`src/rtl/cpm_pkg.sv`:
```
package cpm_pkg;

  typedef enum logic [1:0] {
    PM_NORMAL = 2'b00,
    PM_SLOW   = 2'b01,
    PM_LOWPWR = 2'b10,
    PM_SLEEP  = 2'b11
  } pmode_e;

  typedef enum logic [1:0] {
    SRC_NONE = 2'b00,
    SRC_PLL  = 2'b01,
    SRC_LOC  = 2'b10
  } src_e;

  typedef enum logic [1:0] {
    ST_IDLE  = 2'b00,
    ST_SRC   = 2'b01,
    ST_GAP   = 2'b10,
    ST_APPLY = 2'b11
  } seq_st_e;

  // main source wanted by each mode
  function automatic src_e mode_src(pmode_e m);
    case (m)
      PM_NORMAL: return SRC_PLL;
      PM_SLOW:   return SRC_LOC;
      PM_LOWPWR: return SRC_LOC;
      default:   return SRC_NONE;
    endcase
  endfunction

  // bus clock runs only in the two full-speed modes
  function automatic logic mode_bus(pmode_e m);
    return (m == PM_NORMAL) || (m == PM_SLOW);
  endfunction

  // all peripherals run in the full-speed modes
  function automatic logic mode_peri_all(pmode_e m);
    return (m == PM_NORMAL) || (m == PM_SLOW);
  endfunction

  // peripherals follow the retain mask in low-power mode
  function automatic logic mode_peri_masked(pmode_e m);
    return m == PM_LOWPWR;
  endfunction

endpackage

```
`src/rtl/cpm_tick_div.sv`:
```
module cpm_tick_div #(
  parameter int DIV_W = 8
) (
  input  logic             clk,
  input  logic             rst_n,
  input  logic             div_wr,
  input  logic [DIV_W-1:0] div_wdata,
  input  logic             run,
  output logic             tick,
  output logic             wrap_evt
);

  logic [DIV_W-1:0] lim_q;
  logic [DIV_W-1:0] cnt_q;
  logic             tick_q;

  assign wrap_evt = run && (cnt_q == lim_q);

  always_ff @(posedge clk or negedge rst_n) begin
    if (!rst_n) begin
      lim_q  <= '0;
      cnt_q  <= '0;
      tick_q <= 1'b0;
    end else if (div_wr) begin
      lim_q  <= div_wdata;
      cnt_q  <= '0;
      tick_q <= 1'b0;
    end else if (!run) begin
      tick_q <= 1'b0;
    end else if (wrap_evt) begin
      cnt_q  <= '0;
      tick_q <= 1'b1;
    end else begin
      cnt_q  <= cnt_q + 1'b1;
      tick_q <= 1'b0;
    end
  end

  assign tick = tick_q;

endmodule

```
`src/rtl/cpm_mode_seq.sv`:
```
module cpm_mode_seq
  import cpm_pkg::*;
#(
  parameter int NUM_PERI     = 4,
  parameter int BREAK_CYCLES = 2
) (
  input  logic                clk,
  input  logic                rst_n,
  input  logic                req_wr,
  input  logic [1:0]          req_mode,
  input  logic                wake,
  input  logic [NUM_PERI-1:0] retain,
  output logic [1:0]          cur_mode,
  output logic                busy,
  output logic                done,
  output logic                pll_en,
  output logic                loc_en,
  output logic                bus_en,
  output logic [NUM_PERI-1:0] peri_en,
  output logic                start_evt,
  output logic                gap_evt
);

  localparam int GAP_W = (BREAK_CYCLES < 2) ? 1 : $clog2(BREAK_CYCLES);
  localparam logic [GAP_W-1:0] GAP_LAST = GAP_W'(BREAK_CYCLES - 1);

  seq_st_e             st_q;
  pmode_e              cur_q, tgt_q, saved_q, pend_mode_q;
  logic                pend_vld_q;
  logic [GAP_W-1:0]    gap_cnt_q;
  logic                pll_q, loc_q, bus_q, busy_q, done_q;
  logic [NUM_PERI-1:0] peri_q;

  pmode_e wr_mode, cand_mode, start_mode;
  src_e   cur_src;
  logic   cand_vld, in_sleep, go_wake, go_req, src_diff;

  function automatic logic [NUM_PERI-1:0] peri_mask(pmode_e m, logic [NUM_PERI-1:0] r);
    if (mode_peri_all(m))    return '1;
    if (mode_peri_masked(m)) return r;
    return '0;
  endfunction

  always_comb begin
    wr_mode    = pmode_e'(req_mode);
    cand_vld   = req_wr | pend_vld_q;
    cand_mode  = req_wr ? wr_mode : pend_mode_q;
    in_sleep   = (cur_q == PM_SLEEP);
    go_wake    = (st_q == ST_IDLE) && in_sleep && wake;
    go_req     = (st_q == ST_IDLE) && !in_sleep && cand_vld && (cand_mode != cur_q);
    start_mode = go_wake ? saved_q : cand_mode;
    cur_src    = pll_q ? SRC_PLL : (loc_q ? SRC_LOC : SRC_NONE);
    src_diff   = (mode_src(tgt_q) != cur_src);
  end

  assign start_evt = go_wake | go_req;
  assign gap_evt   = (st_q == ST_GAP);

  always_ff @(posedge clk or negedge rst_n) begin
    if (!rst_n) begin
      st_q        <= ST_IDLE;
      cur_q       <= PM_NORMAL;
      tgt_q       <= PM_NORMAL;
      saved_q     <= PM_NORMAL;
      pend_mode_q <= PM_NORMAL;
      pend_vld_q  <= 1'b0;
      gap_cnt_q   <= '0;
      pll_q       <= 1'b1;
      loc_q       <= 1'b0;
      bus_q       <= 1'b1;
      peri_q      <= '1;
      busy_q      <= 1'b0;
      done_q      <= 1'b0;
    end else begin
      done_q <= 1'b0;
      case (st_q)
        ST_IDLE: begin
          pend_vld_q <= 1'b0;
          if (start_evt) begin
            tgt_q  <= start_mode;
            if (start_mode == PM_SLEEP) saved_q <= cur_q;
            busy_q <= 1'b1;
            bus_q  <= 1'b0;
            peri_q <= '0;
            st_q   <= ST_SRC;
          end else begin
            bus_q  <= mode_bus(cur_q);
            peri_q <= peri_mask(cur_q, retain);
          end
        end
        ST_SRC: begin
          if (src_diff) begin
            pll_q     <= 1'b0;
            loc_q     <= 1'b0;
            gap_cnt_q <= '0;
            st_q      <= ST_GAP;
          end else begin
            st_q <= ST_APPLY;
          end
        end
        ST_GAP: begin
          if (gap_cnt_q == GAP_LAST) begin
            pll_q <= (mode_src(tgt_q) == SRC_PLL);
            loc_q <= (mode_src(tgt_q) == SRC_LOC);
            st_q  <= ST_APPLY;
          end else begin
            gap_cnt_q <= gap_cnt_q + 1'b1;
          end
        end
        default: begin
          cur_q  <= tgt_q;
          bus_q  <= mode_bus(tgt_q);
          peri_q <= peri_mask(tgt_q, retain);
          busy_q <= 1'b0;
          done_q <= 1'b1;
          st_q   <= ST_IDLE;
        end
      endcase
      if ((st_q != ST_IDLE) && req_wr) begin
        pend_vld_q  <= 1'b1;
        pend_mode_q <= wr_mode;
      end
    end
  end

  assign cur_mode = cur_q;
  assign busy     = busy_q;
  assign done     = done_q;
  assign pll_en   = pll_q;
  assign loc_en   = loc_q;
  assign bus_en   = bus_q;
  assign peri_en  = peri_q;

endmodule

```
`src/rtl/clk_pwr_mode_ctrl.sv`:
```
module clk_pwr_mode_ctrl #(
  parameter int NUM_PERI     = 4,
  parameter int DIV_W        = 8,
  parameter int BREAK_CYCLES = 2
) (
  input  logic                clk,
  input  logic                rst_n,
  input  logic                mode_wr,
  input  logic [1:0]          mode_wdata,
  input  logic                retain_wr,
  input  logic [NUM_PERI-1:0] retain_wdata,
  input  logic                div_wr,
  input  logic [DIV_W-1:0]    div_wdata,
  input  logic                wake,
  output logic                pll_clk_en,
  output logic                loc_clk_en,
  output logic                bus_clk_en,
  output logic [NUM_PERI-1:0] peri_clk_en,
  output logic                slow_tick,
  output logic [1:0]          cur_mode,
  output logic                busy,
  output logic                done
);

  logic [NUM_PERI-1:0] retain_q;
  logic                start_evt, gap_evt, src_on, wrap_evt;

  always_ff @(posedge clk or negedge rst_n) begin
    if (!rst_n)         retain_q <= '1;
    else if (retain_wr) retain_q <= retain_wdata;
  end

  cpm_mode_seq #(
    .NUM_PERI    (NUM_PERI),
    .BREAK_CYCLES(BREAK_CYCLES)
  ) u_seq (
    .clk      (clk),
    .rst_n    (rst_n),
    .req_wr   (mode_wr),
    .req_mode (mode_wdata),
    .wake     (wake),
    .retain   (retain_q),
    .cur_mode (cur_mode),
    .busy     (busy),
    .done     (done),
    .pll_en   (pll_clk_en),
    .loc_en   (loc_clk_en),
    .bus_en   (bus_clk_en),
    .peri_en  (peri_clk_en),
    .start_evt(start_evt),
    .gap_evt  (gap_evt)
  );

  assign src_on = pll_clk_en | loc_clk_en;

  cpm_tick_div #(
    .DIV_W(DIV_W)
  ) u_div (
    .clk      (clk),
    .rst_n    (rst_n),
    .div_wr   (div_wr),
    .div_wdata(div_wdata),
    .run      (src_on),
    .tick     (slow_tick),
    .wrap_evt (wrap_evt)
  );

endmodule

```
`config.mk`:
```
export PLATFORM = sky130hd
export DESIGN_NAME = clk_pwr_mode_ctrl
export DESIGN_NICKNAME = d
export VERILOG_FILES = /design/src/rtl/cpm_pkg.sv /design/src/rtl/cpm_tick_div.sv /design/src/rtl/cpm_mode_seq.sv /design/src/rtl/clk_pwr_mode_ctrl.sv
export SDC_FILE = /design/constraint.sdc
export NUM_CORES = 1
export LEC_CHECK = 0
export BUFFER_PORTS_ARGS = -buffer_cell sky130_fd_sc_hd__buf_2
export CAP_MARGIN = 20
export CELL_PAD_IN_SITES_DETAIL_PLACEMENT = 0
export CELL_PAD_IN_SITES_GLOBAL_PLACEMENT = 2
export CORE_ASPECT_RATIO = 1.75
export CORE_MARGIN = 1.5
export CORE_UTILIZATION = 37
export DETAILED_ROUTE_END_ITERATION = 7
export HOLD_SLACK_MARGIN = 0.15
export PLACE_DENSITY = 0.83
export SLEW_MARGIN = 20
export SYNTH_ARGS = -nofsm -noshare
export SYNTH_HDL_FRONTEND = slang
export SYNTH_SLANG_ARGS = --single-unit
```
`constraint.sdc`:
```
create_clock -name clk -period 1.9 [get_ports clk]
set_input_delay 0 -clock clk [delete_from_list [all_inputs] [get_ports clk]]
set_output_delay 0 -clock clk [all_outputs]
set_load 0.005 [all_outputs]
```
-- Word level (Yosys, flattened, before mapping)
Cells that the tools add are included.
- bits in registers: 42
- input bits: 20
- output and inout bits: 12
- logic and storage cells: 118
- add/sub/neg operators: 2
- equal/unequal tests: 16
- mux-type cells: 53
- bitwise logic cells: 4
- reductions and logical operators: 26
- operators with widths (kind ; count):
    $mux W4 ; 9
    $mux W1 ; 25
    $mux W8 ; 3
    $mux W2 ; 8
    $eq A2 B2 Y1 const B ; 6
    $pmux W1 S2 ; 5
    $add A8 B1 Y8 const B ; 1
    $eq A2 B1 Y1 const B ; 4
    $eq A8 B8 Y1 ; 1
    $pmux W4 S2 ; 1
    $reduce_and A2 Y1 ; 4
    $reduce_bool A2 Y1 ; 4
    $logic_and A1 B1 Y1 ; 7
    $logic_not A2 Y1 ; 3
    $pmux W2 S3 ; 1
    $reduce_and A3 Y1 ; 2
    $ne A2 B1 Y1 const B ; 2
    $ne A2 B2 Y1 ; 2
    $pmux W2 S2 ; 1
    $reduce_or A2 Y1 ; 2
    $or A1 B1 Y1 ; 3
    $reduce_or A3 Y1 ; 1
    $logic_or A1 B1 Y1 ; 2
    $ne A2 B2 Y1 const B ; 1
    3 further kinds ; 3

-- Depth between registers and ports, before layout
Gate-level depths: netlist of run 1.
- depth in word-level cells: 15
- depth in mapped cells: 7

-- Modules after synthesis
Synthesis of run 1 repeated with hierarchy kept, for this count alone.
- cell total of the unflattened synthesis: 201
- area total of the unflattened synthesis: 2220.9 µm²
- by module, submodules not included (module ; times used ; cells an instance ; area each (µm²) ; seq. area each (µm²)):
    cpm_mode_seq ; 1 ; 120 ; 1223.7 ; 533.0
    cpm_tick_div ; 1 ; 72 ; 840.8 ; 425.4
    clk_pwr_mode_ctrl ; 1 ; 9 ; 156.4 ; 105.1

-- Worst setup path after synthesis of run 1
OpenSTA, ideal clock, no wires.
- path type: flip-flop to flip-flop
- start: reg u_seq.tgt_q[0]
- end: reg u_seq.loc_q, in the netlist u_seq.loc_en
- library setup time: 0.121 ns
- arrival: 1.607 ns
- data required time: 1.779 ns
- path slack: 0.172 ns
- cell stages (with the launch flop): 8
- buffers on the path: 0
- clock period less this slack: 1.728 ns
- path through: dfrtp_1 inv_1 ha_1 xor2_1 nor3_1 o21ai_1 o21ai_0 a22o_1
- word-level cells in the longest chain between the ends: 8
- ends and longest elaborated chain (item ; line ; RTL):
    from (decl) ; cpm_mode_seq.sv:28 ; pmode_e cur_q, tgt_q, saved_q, pend_mode_q;
    from (signal assigned) ; cpm_mode_seq.sv:80 ; tgt_q <= start_mode;
    $eq A2 B2 Y1 / $eq A2 B1 Y1 (equally long branches) ; cpm_pkg.sv:25 ; case (m)
    $reduce_or A2 Y1 (no source line) ; -- ;
    $pmux W2 S2 (*) ; cpm_pkg.sv:25 ;
    $mux W2 ; cpm_mode_seq.sv:102 ; if (gap_cnt_q == GAP_LAST) begin
    $mux W2 ; cpm_mode_seq.sv:76 ; case (st_q)
    $eq A2 B2 Y1 ; cpm_mode_seq.sv:104 ; loc_q <= (mode_src(tgt_q) == SRC_LOC);
    $mux W1 ; cpm_mode_seq.sv:102 ;
    $pmux W1 S2 ; cpm_mode_seq.sv:76 ;
    to (signal assigned) ; cpm_mode_seq.sv:104 ;
    to (decl) ; cpm_mode_seq.sv:31 ; logic pll_q, loc_q, bus_q, busy_q, done_q;
Every way passes the cells marked *; elsewhere a longest branch is shown, timed or not. The select of a mux whose other input is x is not followed.
A chain may end at the register's enable or synchronous reset.

-- Worst setup path after layout of run 1
Ends and elaborated chain as after synthesis.

==> metrics.md, run 1 <==
| Metric | Value |
|---|---|
| Status | `finished, final reports clean` |
| Psw | `1580 uW` |
| Number of synthesized flops with an enable pin | `0` |
| Min-delay worst type | `input port to register` |
| Crit-path max FO | `5` |
| Peak supply drop | `0.753 mV` |
| Detailed Route WL | `5.11 mm` |
| Io pins | `32` |
| Placed cell area | `2480 um2` |
| Nets | `slightly below 300` |
| Logic pwr share | `a little under half` |
| R2r endpoint | `u_seq.loc_en` |
| Area grow syn2layout | `31.6%` |
| Gate Count Post-Synth | `200` |
| Min Tclk post-route | `approximately 1.8 ns` |
| Avg Vias per Cell | `4.99` |
| Max_cap viols | `0` |
| Vias | `1,708` |
| CTS tree | `yes` |
| Clock-pin transition on the worst setup and hold timing paths | `0.08 ns` |
| Lkg Pwr | `0.00129 uW` |
| Routability cong. | `0.807` |
| Share of layout cells above drive strength 1 | `between 30% and 40%` |
| Final hold violation count | `0` |
| CP Capture Type | `register` |
| Core Box Area | `5790 um2` |
| Post-Syn Area per Cell | `between 10 and 15 um2` |
| Pre-Repair DR Iteration Count | `4` |
| Syn_nets | `between 200 and 250` |
| Core Util, Final | `49.9%` |
| First-pass GRT wire length | `8.61 mm` |
| Critical Path AT | `a little under 2 ns` |
| #FFs+latches synth | `42` |
| I/O Buffers | `31` |
| DR WL/cell | `14.9 um` |
| Final worst path period share | `95.1%` |
| H-Tree Depth | `2` |
| Max-slew headroom | `45.7%` |
| Critical Path RT | `approximately 2.1 ns` |
| Fmax | `0.554 GHz` |
| Initial antenna violation count | `0` |
| Post-synth cell types | `44` |
| PwrDens | `1470 nW/um2` |
| Slew Limit Fails | `0` |
| CTS Root Cell | `clkbuf_8` |
| Kind of start point of the critical path | `register` |
| Fillers | `544` |
| Initial core utilization | `37.9%` |
| Multi-input gate area | `1130 um2` |
| Row count | `37` |
| GR Util All Layers | `17.8%` |
| Clk sinks | `42` |
| Final setup violation count | `0` |
| Mapped cell area | `roughly 2200 um2` |
| Clock tree buffer depth | `2` |
| Flop pwr share | `34.4%` |
| Clock share of power | `19.5%` |
| GRT overflow | `0` |
| YS warnings | `0` |
| Register area share after synthesis | `between 40% and 50%` |
| Skew-Pair Late Insertion Delay | `0.29 ns` |
| Internal power | `~2700 uW` |
| Crit Path Category | `register to register` |
| R2R cell count | `7` |
| Worst setup path end | `u_seq.loc_en` |
| Number of nets with antenna violations after routing | `0` |
| FF-to-FF setup slack | `0.09 ns` |
| Num CTS Buffers | `5` |
| FF-to-FF Start | `u_seq.tgt_q[0]` |
| Sw frac | `37.2%` |
| DP Wirelength | `3.69 mm` |
| Detailed Route Iter0 Violations | `54` |
| Vias in the first global route | `1,830` |
| Worst slew pin tran | `0.814 ns` |
| Largest net degree at the start of global routing | `36` |
| Final clock skew | `0.00719 ns` |
| Final instance area | `2890 um2` |
| Worst Setup SP | `u_seq.tgt_q[0]` |
| Main synth FF type | `dfrtp_1` |
| DR DRC count | `0` |
| Die Ht | `between 100 and 150 um` |
| Ys async rst share | `between 90% and 100%` |
| Die Area | `6420 um2` |
| N_diodes | `0` |
| Seq. cell area | `1060 um2` |
| Tot Pwr | `4240 uW` |
| Die Span X | `61.2 um` |
==> metrics by stage <==
step / instances / setup slack [ns] / hold slack, ns / setup TNS (ns)
finish: 342 / 0.0934 / 0.256 / 0
global route: 342 / -0.00368 / 0.275 / -0.00550
CTS: 340 / 0.0345 / 0.221 / 0
detailed placement: 311 / -0.0215 / 0.154 / -0.0215
global placement: 311 / 0.0610 / 0.147 / 0
floorplan: 200 / 0.172 / -0.296 / 0
==> per-layer routing <==
metal / vias to the layer above / track usage (%) / routed length (um)
met5: - / 0 / 0
met4: 0 / 5.43 / 95
met3: 9 / 3.09 / 144
met2: 34 / 33.6 / 2990
met1: 834 / 18.4 / 1870
li1: 831 / - / -
==> layout by cell type (no fill, tap or decap), types with 3 or more instances in the layout <==
master         count
dfrtp_1           32
buf_2             31
dlygate4sd3_1     21
nor2_1            18
mux2_2            16
xor2_1            13
nand2_1           13
a21oi_1           10
dfstp_2           10
inv_1              9
buf_4              9
ha_1               8
o21ai_0            5
nand3_1            5
o221ai_1           5
clkbuf_8           5
nor2b_1            4
nor3_1             3
xnor2_1            3
nand4_1            3
a22o_1             3
==> kinds of logic (layout without fill, tap and decap cells) <==
logic type | Yosys count | count (layout) | synth area share [%]
DFF | 42 | 42 | 48.4
and+or+nand+nor | 60 | 60 | 14.0
muxes | 20 | 20 | 10.4
xor gates and xnor gates | 18 | 18 | 7.52
adders and majority gates | 9 | 9 | 5.13
AOI/OAI and AO/OA | 37 | 37 | 12.2
buffers and inverters | 14 | 78 | 2.39
==> power groups by stage <==
stage	Sequential, uW	Combinational [uW]	Clock [uW]
4_1_cts	1450	1860	853
6_report	1460	1960	829
3_3_place_gp	1450	1800	0
5_1_grt	1500	2190	883
3_5_place_dp	1470	1800	0
2_1_floorplan	1420	1260	0
==> final cells by class <==
type,count,area share (%)
Clock buffer,5,2.38
Multi-Input combinational cell,144,39.1
Tap cell,78,3.38
Sequential cell,42,36.8
Timing Repair Buffer,61,15.0
Inverter,9,1.17
Clock inverter,3,2.21
==> worst min-delay path by stage <==
stage / slack [ns] / start / to / cells past startpoint
after floorplan: -0.30 / rst_n / u_div.cnt_q[0] / 0
after global placement: 0.15 / rst_n / u_seq.done / 1
after detailed placement: 0.15 / rst_n / u_seq.done / 1
after CTS: 0.22 / wake / u_seq.st_q[1] / 4
after global routing: 0.27 / wake / u_seq.st_q[1] / 4
final: 0.26 / wake / u_seq.st_q[1] / 4
==> critical path: stages (launching register included) <==
cell,delay [ns]
dfrtp_1,0.42
inv_1,0.15
ha_4,0.24
xor2_2,0.15
nor3_1,0.19
o21ai_2,0.13
a31o_2,0.26
a22o_1,0.17
==> Yosys cell counts (all sizes together) (2+ instances only) <==
library cell  instances  area, um2
o221ai                5       43.8
nor2b                 4       25.0
and3                  2       13.8
nor2                 18       67.6
ha                    9        113
nand2                13       48.8
mux2                 16        180
a22o                  3       26.3
clkbuf                5       18.8
nor3                  3       15.0
dfstp                10        263
o21ai                 9       56.3
xor2                 14        123
o21a                  2       15.0
inv                   9       33.8
xnor2                 4       42.6
mux2i                 4       47.6
dfrtp                32        801
a31o                  2       17.5
nand3                 5       25.0
a21oi                10       50.1
nand4                 3       18.8
o32a                  2       21.3
or2                   2       12.5
==> sequential cells by signal, indices dropped and copies added (netlist names) <==
name and cells:
u_div.cnt_q 8, u_div.lim_q 8, retain_q 4, u_seq.peri_en 4
u_seq.cur_mode 2, u_seq.pend_mode_q 2, u_seq.saved_q 2, u_seq.st_q 2
u_seq.tgt_q 2, u_div.tick 1, u_seq.bus_en 1, u_seq.busy 1
u_seq.done 1, u_seq.gap_cnt_q 1, u_seq.loc_en 1, u_seq.pend_vld_q 1
u_seq.pll_en 1
==> what timing repair did <==
item,in CTS,in global routing
endpoints found under the setup margin,2,7
hold buffers,21,0
setup buffers,0,2
pin swaps,0,1
cloned,0,0
endpoints found under the hold margin,48,0
resized for setup,1,6
No activity file was read; power rests on OpenSTA's default activity.
==> run 2: changes to the inputs <==
Settings changed: ABC_AREA set to 1, CORE_ASPECT_RATIO 1.75 to unset, CORE_UTILIZATION 37 to 33, PLACE_DENSITY 0.83 to 0.82.
==> run 2 against run 1 <==
  * Utilization decreased by 5.4 points
  * Register-to-register slack improved by 0.06 ns
  * Clock power fell by 28%
  * Via count is 16% higher
  * Synthesized cell count rose by 40%
  * First-iteration DRC count rose by 1.9%
==> metrics.md, run 2 <==
| Metric | Value |
|---|---|
| Number of synthesized flops with an enable pin | `0` |
| CTS Root Cell | `clkbuf_8` |
| Setup TNS | `0 ns` |
| Die Span X | `86.0 um` |
| CTS tree | `yes` |
| Initial core utilization | `33.8%` |
| Post-Syn Area per Cell | `just over 8 um2` |
| Vias | `1,979` |
| Final hold violation count | `0` |
| Min-delay worst type | `input port to register` |
| Synth top area cells | `dfrtp_1 35%, nand2_1 15%, dfstp_2 12%, ha_1 5.0%, inv_1 4.8%` |
| Ys async rst share | `100%` |
| Seq. cell area | `1060 um2` |
| DR WL/cell | `around 12 um` |
| Final worst path period share | `~96%` |
| Most frequent cells in the layout | `89 x nand2_1, 36 x dlygate4sd3_1, 32 x dfrtp_1` |
| DR DRC count | `0` |
| Routability cong. | `0.735` |
| #FFs+latches synth | `42` |
| Fmax | `between 0.5 and 0.6 GHz` |
| Worst path cell trace | `dlygate4sd3_1, clkbuf_4, nand2_1, dlygate4sd3_1, o21ai_0, dlygate4sd3_1` |
| Final clock skew | `0.00552 ns` |
| Mapped cell area | `2270 um2` |
| Min Tclk post-route | `1.81 ns` |
| Nets | `380` |
| Avg Vias per Cell | `roughly 4.6` |
| Kind of start point of the critical path | `input port` |
| GRT overflow | `0` |
| RSZ-0062 raised after global routing | `no` |
| Final setup violation count | `0` |
| Clk sinks | `between 40 and 50` |
| H-Tree Depth | `2` |
| Critical Path RT | `2.08 ns` |
| Core Box Area | `6720 um2` |
| DP Wirelength | `around 3.7 mm` |
| CP Capture Type | `register` |
| FF-to-FF Start | `u_seq.st_q[1]` |
| Syn_nets | `308` |
| Share of layout cells above drive strength 1 | `19.9%` |
| YS warnings | `0` |
| Die Area | `roughly 7400 um2` |
| Max-slew headroom | `62.9%` |
| CP peak stage delay | `~0.56 ns` |
| Largest net degree at the start of global routing | `23` |
| GR Util All Layers | `15.9%` |
| Pre-CTS setup slack | `around 0.18 ns` |
| Row count | `30` |
| Critical path's most frequent cell | `dlygate4sd3_1` |
| Vias in the first global route | `approximately 1,900` |
| Critical-path top delay cell | `dlygate4sd3_1` |
| Max_cap viols | `0` |
| First-pass GRT wire length | `9.32 mm` |
| Slew Limit Fails | `0` |
| I/O Buffers | `31` |
| Pre-Repair DR Iteration Count | `4` |
| Register area share after synthesis | `46.8%` |
| Worst slew pin tran | `0.556 ns` |
| Num CTS Buffers | `5` |
| N_diodes | `0` |
| Initial antenna violation count | `0` |
| Hold Path Origin | `wake` |
| Clock tree buffer depth | `2` |
| Post-synth cell types | `32` |
| Critical Path AT | `just under 2 ns` |
| Lkg Pwr | `0.00146 uW` |
| Detailed Route WL | `between 5 and 6 mm` |
| Clock-pin transition on the worst setup and hold timing paths | `0.08 ns` |
| Commonest non-fill, non-tap cell in the layout | `nand2_1` |
| Crit Path Category | `input port to register` |
| Gate Count Post-Synth | `279` |
| Multi-input gate area | `1050 um2` |
| Area grow syn2layout | `31.7%` |
| Main synth FF type | `dfrtp_1` |
| Detailed Route Iter0 Violations | `55` |
| Die Ht | `86.0 um` |
| Number of nets with antenna violations after routing | `0` |
| PwrDens | `roughly 1200 nW/um2` |
| Crit-path max FO | `13` |
| Synth top area share | `a little over a third` |
| Peak supply drop | `0.527 mV` |
| Synth area leader | `dfrtp_1` |
| Worst Setup SP | `div_wr` |
| Io pins | `32` |
| Skew-Pair Late Insertion Delay | `0.29 ns` |
| Status | `finished, final reports clean` |
| Fillers | `690` |
| Setup bufs post-CTS | `0` |
| Biggest regs | `u_div.cnt_q: 8 flops, u_div.lim_q: 8 flops` |
| Most frequent cell after synthesis | `nand2_1` |
| Commonest cells post-synth | `89 x nand2_1, 32 x dfrtp_1, 29 x inv_1, 22 x nor2_1, 19 x o21ai_0` |
| Worst Setup Slack, final | `0.0854 ns` |
-- run 2: cell count changes after synthesis, moves of 5 or more --
cell      change
nand2_1      +76
inv_1        +20
mux2_2       -15
o21ai_0      +14
nand3_1      +10
xor2_1        -8
a21oi_1       -7
o221ai_1      -5
-- run 2: worst paths after layout --
check / cells after the start / slack (ns) / to
max in group asynchronous: 3 / 1.07 / u_seq.peri_en[1]
worst min-delay path: 4 / 0.16 / u_seq.bus_en
worst min register to register: 2 / 0.48 / u_seq.saved_q[0]
min in group asynchronous: 2 / 0.24 / u_seq.gap_cnt_q
worst max register to register: 6 / 0.15 / u_seq.pend_mode_q[1]
worst max-delay path: 6 / 0.09 / u_div.lim_q[0]
-- run 2: power breakdown --
part / switching (uW) / internal (uW)
Combinational: 1010 / 716
Clock: 301 / 293
Sequential: 192 / 1200
Total: 1500 / 2210
-- run 2: per-stage QoR --
stage	instances	total power, uW	cell area, um2	hold WS (ns)	utilization [%]
6_report	432	3720	2990	0.160	44.5
5_1_grt	432	4100	2990	0.183	44.5
4_1_cts	432	3770	2990	0.152	44.4
3_5_place_dp	388	3070	2530	0.0206	37.7
3_3_place_gp	388	3050	2530	0.0177	37.7
2_1_floorplan	279	2550	2270	-0.296	-
-- run 2: final cells by class --
class | instances | area share, %
sequential | 42 | 35.6
multi-input combinational | 198 | 35.1
timing repair buffer | 71 | 18.7
inverter | 33 | 4.23
tap | 80 | 3.35
clock buffer | 7 | 2.89
clock inverter | 1 | 0.167
-- run 2: cells by family after synthesis --
logic type,share of synthesized area (%)
xor gates and xnor gates,4.63
and+or+nand+nor,28.7
AOI/OAI and AO/OA,7.27
muxes,0.496
buffers and inverters,7.11
adders and majority gates,4.96
DFF,46.8
-- run 2: worst max-delay path: cells and delay by family --
kind	cells	cell delay [ns]
buffers and inverters	4	1.85
AOI/OAI and AO/OA	1	0.07
and+or+nand+nor	1	0.08
-- run 2: repair_timing --
item                                   4_1_cts  5_1_grt
hold buffers                                36        0
endpoints found under the hold margin       54        0
resized for setup                            0        2
setup endpoints to repair                    0        4
-- run 2: metal layers --
metal | vias up | wire length (um) | GRT usage [%]
li1 | 1027 | - | -
met1 | 920 | 2630 | 21.1
met2 | 26 | 2540 | 25.8
met3 | 6 | 128 | 3.37
met4 | 0 | 62 | 5.28
met5 | - | 0 | 0
